===== config.mk =====
export PLATFORM = sky130hd
export DESIGN_NAME = xbc_cfg_port
export DESIGN_NICKNAME = d
export VERILOG_FILES = /design/src/rtl/xbc_cfg_pkg.sv /design/src/rtl/xbc_idx_decode.sv /design/src/rtl/xbc_bank_file.sv /design/src/rtl/xbc_err_capture.sv /design/src/rtl/xbc_cfg_port.sv
export SDC_FILE = /design/constraint.sdc
export NUM_CORES = 1
export LEC_CHECK = 0
export ABC_AREA = 1
export BUFFER_PORTS_ARGS = -buffer_cell sky130_fd_sc_hd__buf_2
export CAP_MARGIN = 5
export CORE_MARGIN = 4
export CORE_UTILIZATION = 25
export CTS_BUF_LIST = sky130_fd_sc_hd__clkbuf_8 sky130_fd_sc_hd__clkbuf_16
export CTS_CLUSTER_DIAMETER = 30
export CTS_CLUSTER_SIZE = 16
export DETAILED_ROUTE_END_ITERATION = 10
export PLACE_DENSITY = 0.51
export SKIP_LAST_GASP = 1
export SYNTH_ARGS = -nofsm -noshare
export SYNTH_HDL_FRONTEND = slang
export SYNTH_HIERARCHICAL = 1
export SYNTH_SLANG_ARGS = --single-unit

===== constraint.sdc =====
create_clock -name clk -period 2.8 [get_ports clk]
set_input_delay 0.42 -clock clk [delete_from_list [all_inputs] [get_ports clk]]
set_output_delay 0.42 -clock clk [all_outputs]
set_load 0.03 [all_outputs]

===== src/rtl/xbc_cfg_pkg.sv =====
package xbc_cfg_pkg;

  typedef enum logic [2:0] {
    TGT_NONE,
    TGT_BCFG,
    TGT_BAP,
    TGT_EADDR,
    TGT_ESTATA,
    TGT_ESTATB,
    TGT_GCFG
  } xbc_tgt_e;

  // window index map: group bases and single entries
  localparam int IDX_BCFG_BASE = 'h00;
  localparam int IDX_BAP_BASE  = 'h10;
  localparam int IDX_EADDR     = 'h20;
  localparam int IDX_ESTATA    = 'h21;
  localparam int IDX_ESTATB    = 'h22;
  localparam int IDX_GCFG      = 'h23;

endpackage


===== src/rtl/xbc_idx_decode.sv =====
module xbc_idx_decode
  import xbc_cfg_pkg::*;
#(
  parameter int DATA_W    = 32,
  parameter int NUM_BANKS = 8,
  parameter int BANK_W    = 3
) (
  input  logic [DATA_W-1:0] idx,
  output xbc_tgt_e          tgt,
  output logic [BANK_W-1:0] bank
);

  localparam logic [DATA_W-1:0] BCFG_LO = DATA_W'(IDX_BCFG_BASE);
  localparam logic [DATA_W-1:0] BCFG_HI = DATA_W'(IDX_BCFG_BASE + NUM_BANKS);
  localparam logic [DATA_W-1:0] BAP_LO  = DATA_W'(IDX_BAP_BASE);
  localparam logic [DATA_W-1:0] BAP_HI  = DATA_W'(IDX_BAP_BASE + NUM_BANKS);

  logic [DATA_W-1:0] off_bcfg;
  logic [DATA_W-1:0] off_bap;

  always_comb begin
    off_bcfg = idx - BCFG_LO;
    off_bap  = idx - BAP_LO;
    tgt      = TGT_NONE;
    bank     = '0;
    if (idx >= BCFG_LO && idx < BCFG_HI) begin
      tgt  = TGT_BCFG;
      bank = off_bcfg[BANK_W-1:0];
    end else if (idx >= BAP_LO && idx < BAP_HI) begin
      tgt  = TGT_BAP;
      bank = off_bap[BANK_W-1:0];
    end else if (idx == DATA_W'(IDX_EADDR)) begin
      tgt = TGT_EADDR;
    end else if (idx == DATA_W'(IDX_ESTATA)) begin
      tgt = TGT_ESTATA;
    end else if (idx == DATA_W'(IDX_ESTATB)) begin
      tgt = TGT_ESTATB;
    end else if (idx == DATA_W'(IDX_GCFG)) begin
      tgt = TGT_GCFG;
    end
  end

endmodule


===== src/rtl/xbc_bank_file.sv =====
module xbc_bank_file #(
  parameter int DATA_W    = 32,
  parameter int NUM_BANKS = 8,
  parameter int BANK_W    = 3
) (
  input  logic              clk,
  input  logic              rst_n,
  input  logic              cfg_we,
  input  logic              ap_we,
  input  logic [BANK_W-1:0] bank,
  input  logic [DATA_W-1:0] wdata,
  output logic [DATA_W-1:0] cfg_rd,
  output logic [DATA_W-1:0] ap_rd
);

  localparam int FLAT_W = DATA_W * NUM_BANKS;

  logic [FLAT_W-1:0] cfg_flat;
  logic [FLAT_W-1:0] ap_flat;

  for (genvar g = 0; g < NUM_BANKS; g++) begin : g_bank
    logic              hit;
    logic              cfg_en;
    logic              ap_en;
    logic [DATA_W-1:0] cfg_q;
    logic [DATA_W-1:0] ap_q;

    always_comb begin
      hit    = (bank == BANK_W'(g));
      cfg_en = cfg_we && hit;
      ap_en  = ap_we && hit;
    end

    always_ff @(posedge clk or negedge rst_n) begin
      if (!rst_n) begin
        cfg_q <= '0;
        ap_q  <= '0;
      end else begin
        if (cfg_en) cfg_q <= wdata;
        if (ap_en)  ap_q  <= wdata;
      end
    end

    assign cfg_flat[g*DATA_W +: DATA_W] = cfg_q;
    assign ap_flat[g*DATA_W +: DATA_W]  = ap_q;
  end

  assign cfg_rd = cfg_flat[bank*DATA_W +: DATA_W];
  assign ap_rd  = ap_flat[bank*DATA_W +: DATA_W];

endmodule


===== src/rtl/xbc_err_capture.sv =====
module xbc_err_capture #(
  parameter int DATA_W = 32,
  parameter int BANK_W = 3
) (
  input  logic              clk,
  input  logic              rst_n,
  input  logic              err_valid,
  input  logic [BANK_W-1:0] err_bank,
  input  logic              err_is_wr,
  input  logic [DATA_W-1:0] err_addr,
  input  logic              clra_we,
  input  logic              clrb_we,
  input  logic [DATA_W-1:0] clr_mask,
  output logic [DATA_W-1:0] eaddr_q,
  output logic [DATA_W-1:0] estata_q,
  output logic [DATA_W-1:0] estatb_q
);

  logic              cap;
  logic [DATA_W-1:0] hit;
  logic [DATA_W-1:0] eaddr_d;
  logic [DATA_W-1:0] estata_d;
  logic [DATA_W-1:0] estatb_d;

  always_comb begin
    cap      = err_valid && (estata_q == '0);
    hit      = DATA_W'(1) << err_bank;
    estata_d = estata_q & ~(clra_we ? clr_mask : '0);
    estatb_d = estatb_q & ~(clrb_we ? clr_mask : '0);
    eaddr_d  = eaddr_q;
    if (cap) begin
      estata_d = estata_d | hit;
      if (err_is_wr) estatb_d = estatb_d | hit;
      eaddr_d = err_addr;
    end
  end

  always_ff @(posedge clk or negedge rst_n) begin
    if (!rst_n) begin
      eaddr_q  <= '0;
      estata_q <= '0;
      estatb_q <= '0;
    end else begin
      eaddr_q  <= eaddr_d;
      estata_q <= estata_d;
      estatb_q <= estatb_d;
    end
  end

endmodule


===== src/rtl/xbc_cfg_port.sv =====
module xbc_cfg_port
  import xbc_cfg_pkg::*;
#(
  parameter int                 SEL_W       = 10,
  parameter int                 DATA_W      = 32,
  parameter int                 NUM_BANKS   = 8,
  parameter logic [SEL_W-1:0]   IDX_REG_NUM = 10'h012,
  parameter logic [SEL_W-1:0]   DAT_REG_NUM = 10'h013,
  parameter logic [DATA_W-1:0]  GCFG_RST    = 32'h8040_0000,
  localparam int                BANK_W      = $clog2(NUM_BANKS)
) (
  input  logic              clk,
  input  logic              rst_n,
  input  logic [SEL_W-1:0]  reg_sel,
  input  logic              reg_rd,
  input  logic              reg_wr,
  input  logic [DATA_W-1:0] reg_wdata,
  output logic [DATA_W-1:0] reg_rdata,
  input  logic              err_valid,
  input  logic [BANK_W-1:0] err_bank,
  input  logic              err_is_wr,
  input  logic [DATA_W-1:0] err_addr
);

  logic              hit_idx;
  logic              hit_dat;
  logic              win_we;
  logic [DATA_W-1:0] idx_q;
  logic [DATA_W-1:0] gcfg_q;
  logic              gcfg_en;
  xbc_tgt_e          tgt;
  logic [BANK_W-1:0] tbank;
  logic [DATA_W-1:0] cfg_rd;
  logic [DATA_W-1:0] ap_rd;
  logic [DATA_W-1:0] eaddr;
  logic [DATA_W-1:0] estata;
  logic [DATA_W-1:0] estatb;
  logic [DATA_W-1:0] win_val;
  logic [DATA_W-1:0] rd_val;
  logic [DATA_W-1:0] rdata_q;

  always_comb begin
    hit_idx = (reg_sel == IDX_REG_NUM);
    hit_dat = (reg_sel == DAT_REG_NUM);
    win_we  = reg_wr && hit_dat;
    gcfg_en = win_we && (tgt == TGT_GCFG);
  end

  xbc_idx_decode #(
    .DATA_W   (DATA_W),
    .NUM_BANKS(NUM_BANKS),
    .BANK_W   (BANK_W)
  ) u_dec (
    .idx (idx_q),
    .tgt (tgt),
    .bank(tbank)
  );

  xbc_bank_file #(
    .DATA_W   (DATA_W),
    .NUM_BANKS(NUM_BANKS),
    .BANK_W   (BANK_W)
  ) u_banks (
    .clk   (clk),
    .rst_n (rst_n),
    .cfg_we(win_we && (tgt == TGT_BCFG)),
    .ap_we (win_we && (tgt == TGT_BAP)),
    .bank  (tbank),
    .wdata (reg_wdata),
    .cfg_rd(cfg_rd),
    .ap_rd (ap_rd)
  );

  xbc_err_capture #(
    .DATA_W(DATA_W),
    .BANK_W(BANK_W)
  ) u_err (
    .clk      (clk),
    .rst_n    (rst_n),
    .err_valid(err_valid),
    .err_bank (err_bank),
    .err_is_wr(err_is_wr),
    .err_addr (err_addr),
    .clra_we  (win_we && (tgt == TGT_ESTATA)),
    .clrb_we  (win_we && (tgt == TGT_ESTATB)),
    .clr_mask (reg_wdata),
    .eaddr_q  (eaddr),
    .estata_q (estata),
    .estatb_q (estatb)
  );

  // read path: window mux then bus-level select
  always_comb begin
    unique case (tgt)
      TGT_BCFG:   win_val = cfg_rd;
      TGT_BAP:    win_val = ap_rd;
      TGT_EADDR:  win_val = eaddr;
      TGT_ESTATA: win_val = estata;
      TGT_ESTATB: win_val = estatb;
      TGT_GCFG:   win_val = gcfg_q;
      default:    win_val = '0;
    endcase
    if (hit_idx)      rd_val = idx_q;
    else if (hit_dat) rd_val = win_val;
    else              rd_val = '0;
  end

  always_ff @(posedge clk or negedge rst_n) begin
    if (!rst_n) begin
      idx_q   <= '0;
      gcfg_q  <= GCFG_RST;
      rdata_q <= '0;
    end else begin
      if (reg_wr && hit_idx) idx_q   <= reg_wdata;
      if (gcfg_en)           gcfg_q  <= reg_wdata;
      if (reg_rd)            rdata_q <= rd_val;
    end
  end

  assign reg_rdata = rdata_q;

endmodule


Word-level counts from Yosys, hierarchy flattened:

Cells that the tools add are included.

* register bits: 704
* output and inout bits: 32
* word-level logic and storage cells: 99

* $add $sub $neg: 1
* magnitude comparators: 4
* equal/unequal tests: 19
* shifts and indexed selects: 3
* mux-type cells: 16
* bitwise logic cells: 6
* reductions and logical operators: 28

Operator list (number)
* variable part select 256 x 9 -> 32 bit: 2
* 2-to-1 mux 32 bit: 7
* case mux 32 bit (6 select lines): 1
* == test 32 x 6 -> 1 bit, second input constant: 4
* bitwise AND 32 bit: 2
* NOT 32 bit: 2
* bitwise OR 32 bit: 2
* greater-or-equal comparator 32 x 1 -> 1 bit, second input constant: 1
* greater-or-equal comparator 32 x 5 -> 1 bit, second input constant: 1
* zero test 32 bit: 1
* less-than comparator 32 x 4 -> 1 bit, second input constant: 1
* less-than comparator 32 x 5 -> 1 bit, second input constant: 1
* << shifter 1 x 3 -> 32 bit, first input constant: 1
* logical AND 1 bit: 26
* 2-to-1 mux 3 bit: 8
* == test 3 bit, second input constant: 7
* == test 10 x 5 -> 1 bit, second input constant: 2
* == test 3 x 2 -> 1 bit, second input constant: 4
* == test 3 x 1 -> 1 bit, second input constant: 2
* zero test 3 bit: 1
* subtractor 3 x 1 -> 3 bit, second input constant: 1

Depth between registers and ports, before layout:

Gate-level depths: netlist (run 1).

* depth after elaboration: 15
* depth in mapped cells: 23

Modules after synthesis:

Netlist (run 1), hierarchy kept.

By module, submodules not included
* xbc_bank_file: instances 1, cells an instance 3168, area each 24357.1 µm²
* xbc_cfg_port: instances 1, cells an instance 948, area each 6333.6 µm²
* xbc_err_capture: instances 1, cells an instance 418, area each 4027.6 µm²
* xbc_idx_decode: instances 1, cells an instance 70, area each 297.8 µm²

Least setup slack after synthesis (run 1):

OpenSTA, ideal clock, no wires.

* kind: reg-to-reg
* start: register idx_q[23]
* end: register u_banks.g_bank[1].ap_q[20]
* data arrival time: 2.527 ns
* data required time: 2.670 ns
* setup slack: 0.144 ns
* cell stages (with the launch flop): 18
* buffers on the path: 5
* path through: dfrtp_1 > nor2_1 > nand2_1 > nor2_2 > nand2_2 > nor2_4 > o21ai_0 > nand2_1 > buf_2 > buf_2 > buf_2 > nand3_1 > nor2_1 > buf_2 > nand3_4 > buf_4 > nand2_1 > o21ai_2

* word-level cells in the longest chain between the ends: 10
* elaborated cells on any way between the ends: 22
* classes of those cells: order compare (4); eq/ne (6); mux (8); reduce/logical (4)

RTL lines
* start, declared: RTL line xbc_cfg_port.sv:28 `logic [DATA_W-1:0] idx_q;`
* start signal, assigned: RTL line xbc_cfg_port.sv:114 `if (reg_wr && hit_idx) idx_q <= reg_wdata;`
* branches (longest 6 deep; another with greater-or-equal comparator 32 x 5 -> 1 bit)
* 2-to-1 mux 3 bit (*): RTL line xbc_idx_decode.sv:26 `if (idx >= BCFG_LO && idx < BCFG_HI) begin`
* named net tgt[1]: RTL line xbc_cfg_port.sv:31 `xbc_tgt_e tgt;`
* == test 3 x 2 -> 1 bit (*): RTL line xbc_cfg_port.sv:67 `.ap_we (win_we && (tgt == TGT_BAP)),`
* logical AND 1 bit (*): RTL line xbc_cfg_port.sv:67
* logical AND 1 bit (*): RTL line xbc_bank_file.sv:31 `ap_en = ap_we && hit;`
* end signal, assigned: RTL line xbc_bank_file.sv:40 `if (ap_en) ap_q <= wdata;`
* end, declared: RTL line xbc_bank_file.sv:26 `logic [DATA_W-1:0] ap_q;`

Mark *: on every way through the listed nets, which the timed path passes.
A chain may end at the register's enable or synchronous reset.

Final worst setup path (run 1):

* start: register idx_q[24]
* end: register rdata_q[26], in the netlist reg_rdata[26]

* elaborated cells on any way between the ends: 29
* classes of those cells: order compare (4); eq/ne (10); shift (2); mux (11); reduce/logical (2)

RTL lines
* greater-or-equal comparator 32 x 5 -> 1 bit or less-than comparator 32 x 5 -> 1 bit (tied branches): RTL line xbc_idx_decode.sv:29 `end else if (idx >= BAP_LO && idx < BAP_HI) begin`
* logical AND 1 bit: RTL line xbc_idx_decode.sv:29
* 2-to-1 mux 3 bit: RTL line xbc_idx_decode.sv:29
* 2-to-1 mux 3 bit (*): RTL line xbc_idx_decode.sv:26
* named net tbank[0]: RTL line xbc_cfg_port.sv:32 `logic [BANK_W-1:0] tbank;`
* variable part select 256 x 9 -> 32 bit (*): RTL line xbc_bank_file.sv:48 `assign cfg_rd = cfg_flat[bank*DATA_W +: DATA_W];`
* named net cfg_rd[26]: RTL line xbc_cfg_port.sv:33 `logic [DATA_W-1:0] cfg_rd;`
* case mux 32 bit (6 select lines) (*): RTL line xbc_cfg_port.sv:94 `unique case (tgt)`
* 2-to-1 mux 32 bit (*): RTL line xbc_cfg_port.sv:104 `else if (hit_dat) rd_val = win_val;`
* 2-to-1 mux 32 bit (*): RTL line xbc_cfg_port.sv:103 `if (hit_idx) rd_val = idx_q;`
* end signal, assigned: RTL line xbc_cfg_port.sv:116 `if (reg_rd) rdata_q <= rd_val;`
* end, declared: RTL line xbc_cfg_port.sv:40 `logic [DATA_W-1:0] rdata_q;`

The timed path passes the listed nets; every way through them passes the cells marked *.

==> results of run 1 <==
-- kinds of logic (layout without fill, tap and decap cells) --
| logic type | after synthesis | in the layout | share of synthesized area [%] |
|---|---|---|---|
| buffers and inverters | 551 | 962 | 7.74 |
| other | 0 | 1 | 0 |
| and+or+nand+nor | 2642 | 2643 | 30.9 |
| AOI/OAI and AO/OA | 707 | 707 | 11.0 |
| DFF | 704 | 704 | 50.3 |
-- synthesized netlist by cell type --
library cell	count	area [um2]
inv_6	2	17.5
nor2_4	4	45.0
o21ai_1	314	1570
inv_2	3	11.3
or2_1	1	6.26
dfstp_2	2	52.6
buf_2	154	771
nand3_4	13	228
inv_1	208	781
inv_4	1	6.26
nand2_4	5	56.3
nand4_1	162	1010
nand3_2	2	20.0
nand3b_1	1	7.51
buf_1	18	67.6
and2_1	1	6.26
o21bai_1	32	240
buf_4	38	285
nand2_2	2	12.5
clkbuf_1	88	330
nor2_2	6	37.5
nor2_8	4	80.1
o21ai_0	246	1230
a21oi_1	38	190
dfrtp_1	702	17600
nand3_1	111	556
nand2_1	2208	8290
nor2_1	119	447
a21boi_0	42	315
buf_6	39	439
nand3b_4	1	20.0
o21ai_2	35	307
nor3_1	2	10.0
-- cell type report --
cell class,instances,area share (%)
antenna,1,0.00539
clock buffer,181,9.13
clock inverter,94,1.80
inverter,214,1.84
multi-input combinational,3350,32.3
sequential,704,38.0
tap,1876,5.06
timing repair buffer,472,11.9
timing repair inverter,1,0.0243
-- tightest hold or removal path, stage by stage --
cell,delay (ps)
buf_2,170
inv_1,90
o21ai_1,70
-- where the power goes --
group | switching, W | internal (W)
combinational | 0.00134 | 0.000514
clock | 0.00603 | 0.0116
sequential | 0.0000442 | 0.0102
-- flip-flops by register name, indices dropped and copies added (netlist names) --
| register | count |
|---|---|
| u_banks/g_bank.ap_q | 256 |
| u_banks/g_bank.cfg_q | 256 |
| gcfg_q | 32 |
| idx_q | 32 |
| reg_rdata | 32 |
| u_err/eaddr_q | 32 |
| u_err/estata_q | 32 |
| u_err/estatb_q | 32 |
-- stage by stage --
stage | utilization (%) | setup TNS, ps | setup WS, ps
2_1_floorplan | - | 0 | 144
3_3_place_gp | 28.1 | -437 | -46.2
3_5_place_dp | 28.1 | -796 | -62.9
4_1_cts | 32.2 | -198 | -29.5
5_1_grt | 33.3 | -8950 | -212
6_report | 33.3 | -1450 | -92.3
-- layer usage --
metal  GRT usage [%]  part of all wire [%]  vias to the layer above
met3            2.71                   6.6                      231
met4            7.62                   3.7                        0
li1                -                     -                    15300
met5               0                     0                        -
met1            23.1                    45                    15605
met2            25.7                    45                     1085
-- worst paths after layout --
path,start,end,slack [ps],depth (start not counted)
setup / recovery,idx_q[24],reg_rdata[26],-90,23
hold / removal,reg_wdata[0],idx_q[0],50,3
setup reg to reg,idx_q[24],reg_rdata[26],-90,23
hold reg to reg,u_banks/g_bank[1].cfg_q[3],u_banks/g_bank[1].cfg_q[3],480,2
max in group asynchronous,rst_n,reg_rdata[2],1630,3
min in group asynchronous,rst_n,u_banks/g_bank[2].ap_q[28],260,2
-- what timing repair did --
| item | CTS | global route |
|---|---|---|
| setup endpoints to repair | 46 | 592 |
| resized for setup | 18 | 140 |
| gates cloned | 1 | 36 |
| hold buffers | 57 | 0 |
| pin swaps | 0 | 93 |
| setup buffers | 0 | 35 |
| endpoints found under the hold margin | 166 | 0 |
==> results.md, run 1 <==
* Post-route design area at 46400 um2
* Worst Path Class, Setup: reg2reg
* Standard cell core area at 139000 um2
* Most frequent CP cell: nand2_1
* Max-cap viol count at 0
* CP arrival at approximately 3600 ps
* Actual slew at the worst max-slew pin at between 600 and 700 ps
* Area of the die at approximately 150000 um2
* Power density relative to cell area at between 600 and 700 nW/um2
* Final non-filler cell total at a little under 7000
* Maximum clock rate at roughly 350 MHz
* Class of the tightest hold or removal check: in2reg
* Total wirelength of the detailed-routed design at roughly 130000 um
* Placed Cells incl. Taps at approximately 6500
* Worst setup margin at -92.3 ps
* Most common library cell in the layout ignoring fill and taps: nand2_1
* Final hold slack at between 50 and 60 ps
* Violated checks: negative setup slack
* Die Height at between 300 and 400 um
* Fraction of the yosys area taken by sequential cells at between 50% and 60%
* Buffers added on ports at 114
* FP Rows at between 100 and 150
* Antenna violation net count after detailed routing at 0
* Dpl cell area at ~39000 um2
* Result of the run: finished, violations left
* Standby leakage power at around 23 nW
* Filler cell count in the final layout at ~15000
* Number of optimization iterations in the first detailed-route pass at 6
* Most frequent cells in the layout: nand2_1, dfrtp_1, o21ai_1
* Relative slew margins at a little under three fifths
* WP buf/inv at 5
* Number of global-route vias before repair at ~30000
* Routed via count at between 30000 and 40000
* Nature of the critical path endpoint: flip-flop
* Fraction of layout cells with a size suffix above 1 at 16.8%
* Number of setup violations in the final report at 61
* Post-DP HPWL at 77400 um
* Cells traversed along the worst timing path: nor2_2, nand2_2, nor2_4, nand2_2, nor2_4, nand2_4, nor2_4, buf_6, buf_12, buf_6, clkbuf_16, nand2_1, nand2_1, nand2_1, nand2_1, nand2_1, nand2_1, nand4_1, nand2_1, inv_1, nand2_1, nand2_1, a21oi_2
* Gate count after technology mapping at about 4600
* Register clock-pin slew on the reported worst setup and hold paths at approximately 50 ps
* Min cycle time layout at 2890 ps
* Maximum resistive drop on vdd at roughly 0.00042 V
* Routed via count divided by cell count at 4.67
* Worst EP required at ~3500 ps
* NumNets Final at between 4000 and 5000
* Global router's overall resource usage at approximately 17%
* Detail-routed net length per standard cell at about 19 um
* Post-Synthesis Cell Area at 35000 um2
* Clock sink total at ~700
* Synth-to-Final Area Change at 32.6%
* Seq. cell area at 17600 um2
* Global-route wire length before repair at roughly 190000 um
* Total power after layout at 0.0297 W
* Critical Path Start Type: flip-flop
* Remaining global-route overflow at 0
* Area of combinational cells with multiple inputs at about 15000 um2
* Fraction of the cycle the final worst path needs at 103%
* Worst path slowest cell: dfrtp_1
* Top Ports at between 100 and 150
* Flops & latches, synth at 704
* Mean instance size in the synthesized netlist at 7.61 um2
* Die width at between 300 and 400 um
* Final Slew Violations at 0
* CP max stage delay at 380 ps
* Number of antenna violations at the first check in global routing at 2
* Iteration-0 DRC count of the detailed router at around 3000
* Worst setup skew after layout at 35.3 ps
* Starting density of the core at between 20 and 30%
* Number of hold violations in the final report at 0
* Source-to-sink clock delay at the later pin of the worst-skew pair at between 700 and 800 ps
* Inserted Clock Buffers at between 150 and 200
* Cell variety after synth at 33
* H-tree levels at 4
* Number of design rule violations left after detail routing at 0
* Final Wtd Congestion at roughly 0.82
* Nets in the synthesized netlist at between 4000 and 5000
* CP Max Fanout at 8
* Largest delay contributor family on the critical path: simple AND/OR/NAND/NOR gates
* Bufs on Longest Clock Path at 3
* Largest net degree at the start of global routing at 80
* Yosys Warn Count at 6
* RSZ-0062 raised after global routing: yes
* CTS tree: done
* Cell chosen for the clock root: clkbuf_16
Power figures use the tool's default switching activity.
==> run 2, diff against run 1 <==
--- a/config.mk
+++ b/config.mk
@@ -5,7 +5,6 @@
 export SDC_FILE = /design/constraint.sdc
 export NUM_CORES = 1
 export LEC_CHECK = 0
-export ABC_AREA = 1
 export BUFFER_PORTS_ARGS = -buffer_cell sky130_fd_sc_hd__buf_2
 export CAP_MARGIN = 5
 export CORE_MARGIN = 4
==> run 2 against run 1 <==
Against the previous run:
- the run still ends with negative setup slack left
- fmax is 14% lower
- worst hold slack better by 43 ps
- utilization up 4.4 points
- wire length shrank 9.2%
- clock power about the same
- sequential cell count unchanged
- clock-buffer cell count decreased by 17
- total power is 3.1% higher
- critical endpoint is now reg_rdata[24]
- highest routed layer is now met5
==> results.md, run 2 <==
* Worst EP required at 3390 ps
* Cell chosen for the clock root: clkbuf_16
* Placed Cells incl. Taps at about 4300
* CTS tree: done
* FP Rows at between 100 and 150
* Internal power contribution at approximately 0.023 W
* Standard cell core area at roughly 130000 um2
* Global-route wire length before repair at 170000 um
* Synth-to-Final Area Change at 49.0%
* Number of design rule violations left after detail routing at 0
* Area of combinational cells with multiple inputs at around 17000 um2
* Cell variety after synth at 62
* NumNets Final at 3021
* Gate count after technology mapping at 2369
* Nets in the synthesized netlist at 2452
* Async set-or-reset flop fraction in the synthesized netlist at 100%
* Number of global-route vias before repair at 24556
* Share of total power in the clock network at 57.0%
* Buffers added on ports at between 100 and 150
* Top-area cell type share of the netlist area at between 50% and 60%
* RSZ-0062 raised after global routing: yes
* Depth of the worst register-to-register path at 19
* Final Slew Violations at 0
* Simple-gate portion of the synthesized area at approximately 3.8%
* Adder-Cell Fraction of Synth Area at 0%
* Routed met3 length at 6170 um
* Detail-routed net length per standard cell at roughly 25 um
* Antenna violation net count after detailed routing at 0
* Routed via count divided by cell count at approximately 4.9
* Flops & latches, synth at just over 700
* Synth area leader: dfrtp_1
* Remaining global-route overflow at 0
* Critical Path Start Type: flip-flop
* Post-DP HPWL at 71700 um
* Part of the power in registers at between 30% and 40%
* Relative contribution of combinational cells to total power at under 10%
* Final Wtd Congestion at 0.805
* Top_reg_cell synth: dfrtp_1
* Worst setup skew after layout at 25.2 ps
* Maximum resistive drop on vdd at around 0.00039 V
* Standby leakage power at roughly 23 nW
* WP buf/inv at 9
* Met2 Routed Length at around 57000 um
* Number of setup violations in the final report at 640
* Fraction of layout cells with a size suffix above 1 at about three fifths
* Top Registers: u_banks/g_bank.ap_q (256), u_banks/g_bank.cfg_q (256)
* Number of enable flip-flop cells after synthesis at 0
* CP Max Fanout at 8
* Most frequent cells in the layout: dfrtp_1, mux2_2, mux2_4
* Worst path slowest cell: or3b_4
* Critical Path Stages at 19
* Cells traversed along the worst timing path: nor4_2, buf_4, nand4_1, buf_6, nor3_4, buf_6, buf_12, buf_4, buf_6, buf_4, or3b_4, buf_12, buf_8, o22ai_4, a221oi_2, mux2_4, a221oi_4, a21o_1, o21ai_1
* Die Height at roughly 370 um
* Min cycle time layout at approximately 3400 ps
* Compound-gate portion of the synthesized area at approximately 8.5%
* H-tree levels at 4
* Max-cap viol count at 0
* M1 wire length at 51600 um
* Routed via count at roughly 23000
* Core Util, Final at 37.7%
* Clock sink total at a little over 700
* Post-route design area at 48300 um2
* Bufs on Longest Clock Path at 3
* Die width at 368 um
* Class of the tightest hold or removal check: in2reg
* Dpl cell area at around 38000 um2
* Setup slack at placement at -1240 ps
* Number of cells traversed by the worst hold path at 3
* Nature of the critical path endpoint: flip-flop
* Result of the run: finished, violations left
* Number of optimization iterations in the first detailed-route pass at 5
* Source-to-sink clock delay at the later pin of the worst-skew pair at around 740 ps
* Largest cells by area after synthesis: dfrtp_1, mux2_2, mux2i_1
* Post-Synthesis Cell Area at 32400 um2
* Fraction of the yosys area taken by sequential cells at 54.4%
* Multiplexer share of the synthesized area at between 20 and 30%
* Switching fraction of total power at between 20% and 30%
* Total wirelength of the detailed-routed design at ~120000 um
* Top Ports at between 100 and 150
* Violated checks: negative setup slack
* Seq. cell area at between 15000 and 20000 um2
* Largest net degree at the start of global routing at 103
* Starting density of the core at roughly a quarter
* Relative slew margins at 58.9%
* Mean instance size in the synthesized netlist at 13.7 um2
* Largest delay contributor family on the critical path: buffers and inverters
* Most common library cell in the layout ignoring fill and taps: dfrtp_1
* Maximum clock rate at ~300 MHz
* Number of hold violations in the final report at 0
* CP max stage delay at approximately 420 ps
* Worst setup margin at -575 ps
* Highest routed metal layer: met5
* Iteration-0 DRC count of the detailed router at between 1000 and 1500
* Most instantiated cells after synthesis: dfrtp_1, mux2_2, o22ai_1, clkbuf_1
* Yosys Warn Count at 6
* Actual slew at the worst max-slew pin at ~620 ps
* Register clock-pin slew on the reported worst setup and hold paths at 50 ps
* Total power after layout at roughly 0.031 W
* Cell with the most instances after synthesis: dfrtp_1
* Switching Power at 0.00749 W
* Number of antenna violations at the first check in global routing at 7
* Xor/xnor share of the synthesized area at less than 1%
* Global router's overall resource usage at between 10% and 20%
* Inserted Clock Buffers at approximately 140
* Largest family of logic cells by synthesized area: multiplexers
* Area of the die at ~140000 um2
* Filler cell count in the final layout at roughly 12000
* Worst Path Class, Setup: reg2reg
* Final non-filler cell total at 4783
* Power density relative to cell area at about 640 nW/um2
* Fraction of the cycle the final worst path needs at 121%
* CP arrival at between 3000 and 4000 ps
## run 2: path summary, 6_finish.rpt
path / to / startpoint / slack (ps)
worst max-delay path: reg_rdata[24] / idx_q[8] / -570
worst min-delay path: u_err/estatb_q[3] / err_is_wr / 100
worst max register to register: reg_rdata[24] / idx_q[8] / -570
worst min register to register: u_err/estatb_q[7] / u_err/estatb_q[7] / 480
max in group asynchronous: u_banks/g_bank[0].cfg_q[23] / rst_n / 1530
min in group asynchronous: u_banks/g_bank[6].ap_q[6] / rst_n / 260
## run 2: cell families after synthesis
logic type	after synthesis
compound gates	398
xor+xnor	1
buf+inv	199
flops	704
mux	848
simple gates	219
## run 2: metrics by stage
step / hold WS (ps) / setup TNS, ps
4_1_cts: 42.8 / -216780
3_5_place_dp: 377 / -347130
2_1_floorplan: 124 / -46710
5_1_grt: 79.7 / -312120
6_report: 96.3 / -228500
3_3_place_gp: 371 / -361220
## run 2: final cells by class
class / count / area share [%]
antenna: 3 / 0.0155
clock buffer: 164 / 8.03
clock inverter: 94 / 2.29
inverter: 7 / 0.0544
multi-input combinational: 1466 / 34.4
sequential: 704 / 36.5
tap: 1729 / 4.48
timing repair buffer: 616 / 14.2
## run 2: metal layers
layer / GRT usage [%] / vias to the layer above
met5: 0 / -
met4: 6.16 / 8
met3: 3.83 / 212
met2: 27.7 / 658
met1: 21.8 / 12302
li1: - / 10018
## run 2: repair_timing
| item | in CTS | in global routing |
|---|---|---|
| gates resized for setup | 360 | 331 |
| endpoints found under the setup margin | 640 | 640 |
| setup buffers | 113 | 56 |
| hold buffers | 36 | 0 |
| pin swaps | 70 | 128 |
| hold endpoints to repair | 130 | 0 |
| gates cloned | 26 | 11 |
## run 2: worst reg2reg max path: cells and delay by family (launching register included)
family	cells	cell delay, ps
buffers and inverters	9	1230
AOI/OAI and AO/OA	5	720
and+or+nand+nor	4	630
DFF	1	370
muxes	1	290
## run 2: power by group through the flow
stage	clock network, W	logic [W]	registers (W)
2_1_floorplan	0	0.000876	0.0108
3_3_place_gp	0	0.00187	0.0111
3_5_place_dp	0	0.00188	0.0111
4_1_cts	0.0178	0.00213	0.0110
5_1_grt	0.0183	0.00241	0.0110
6_report	0.0175	0.00224	0.0110
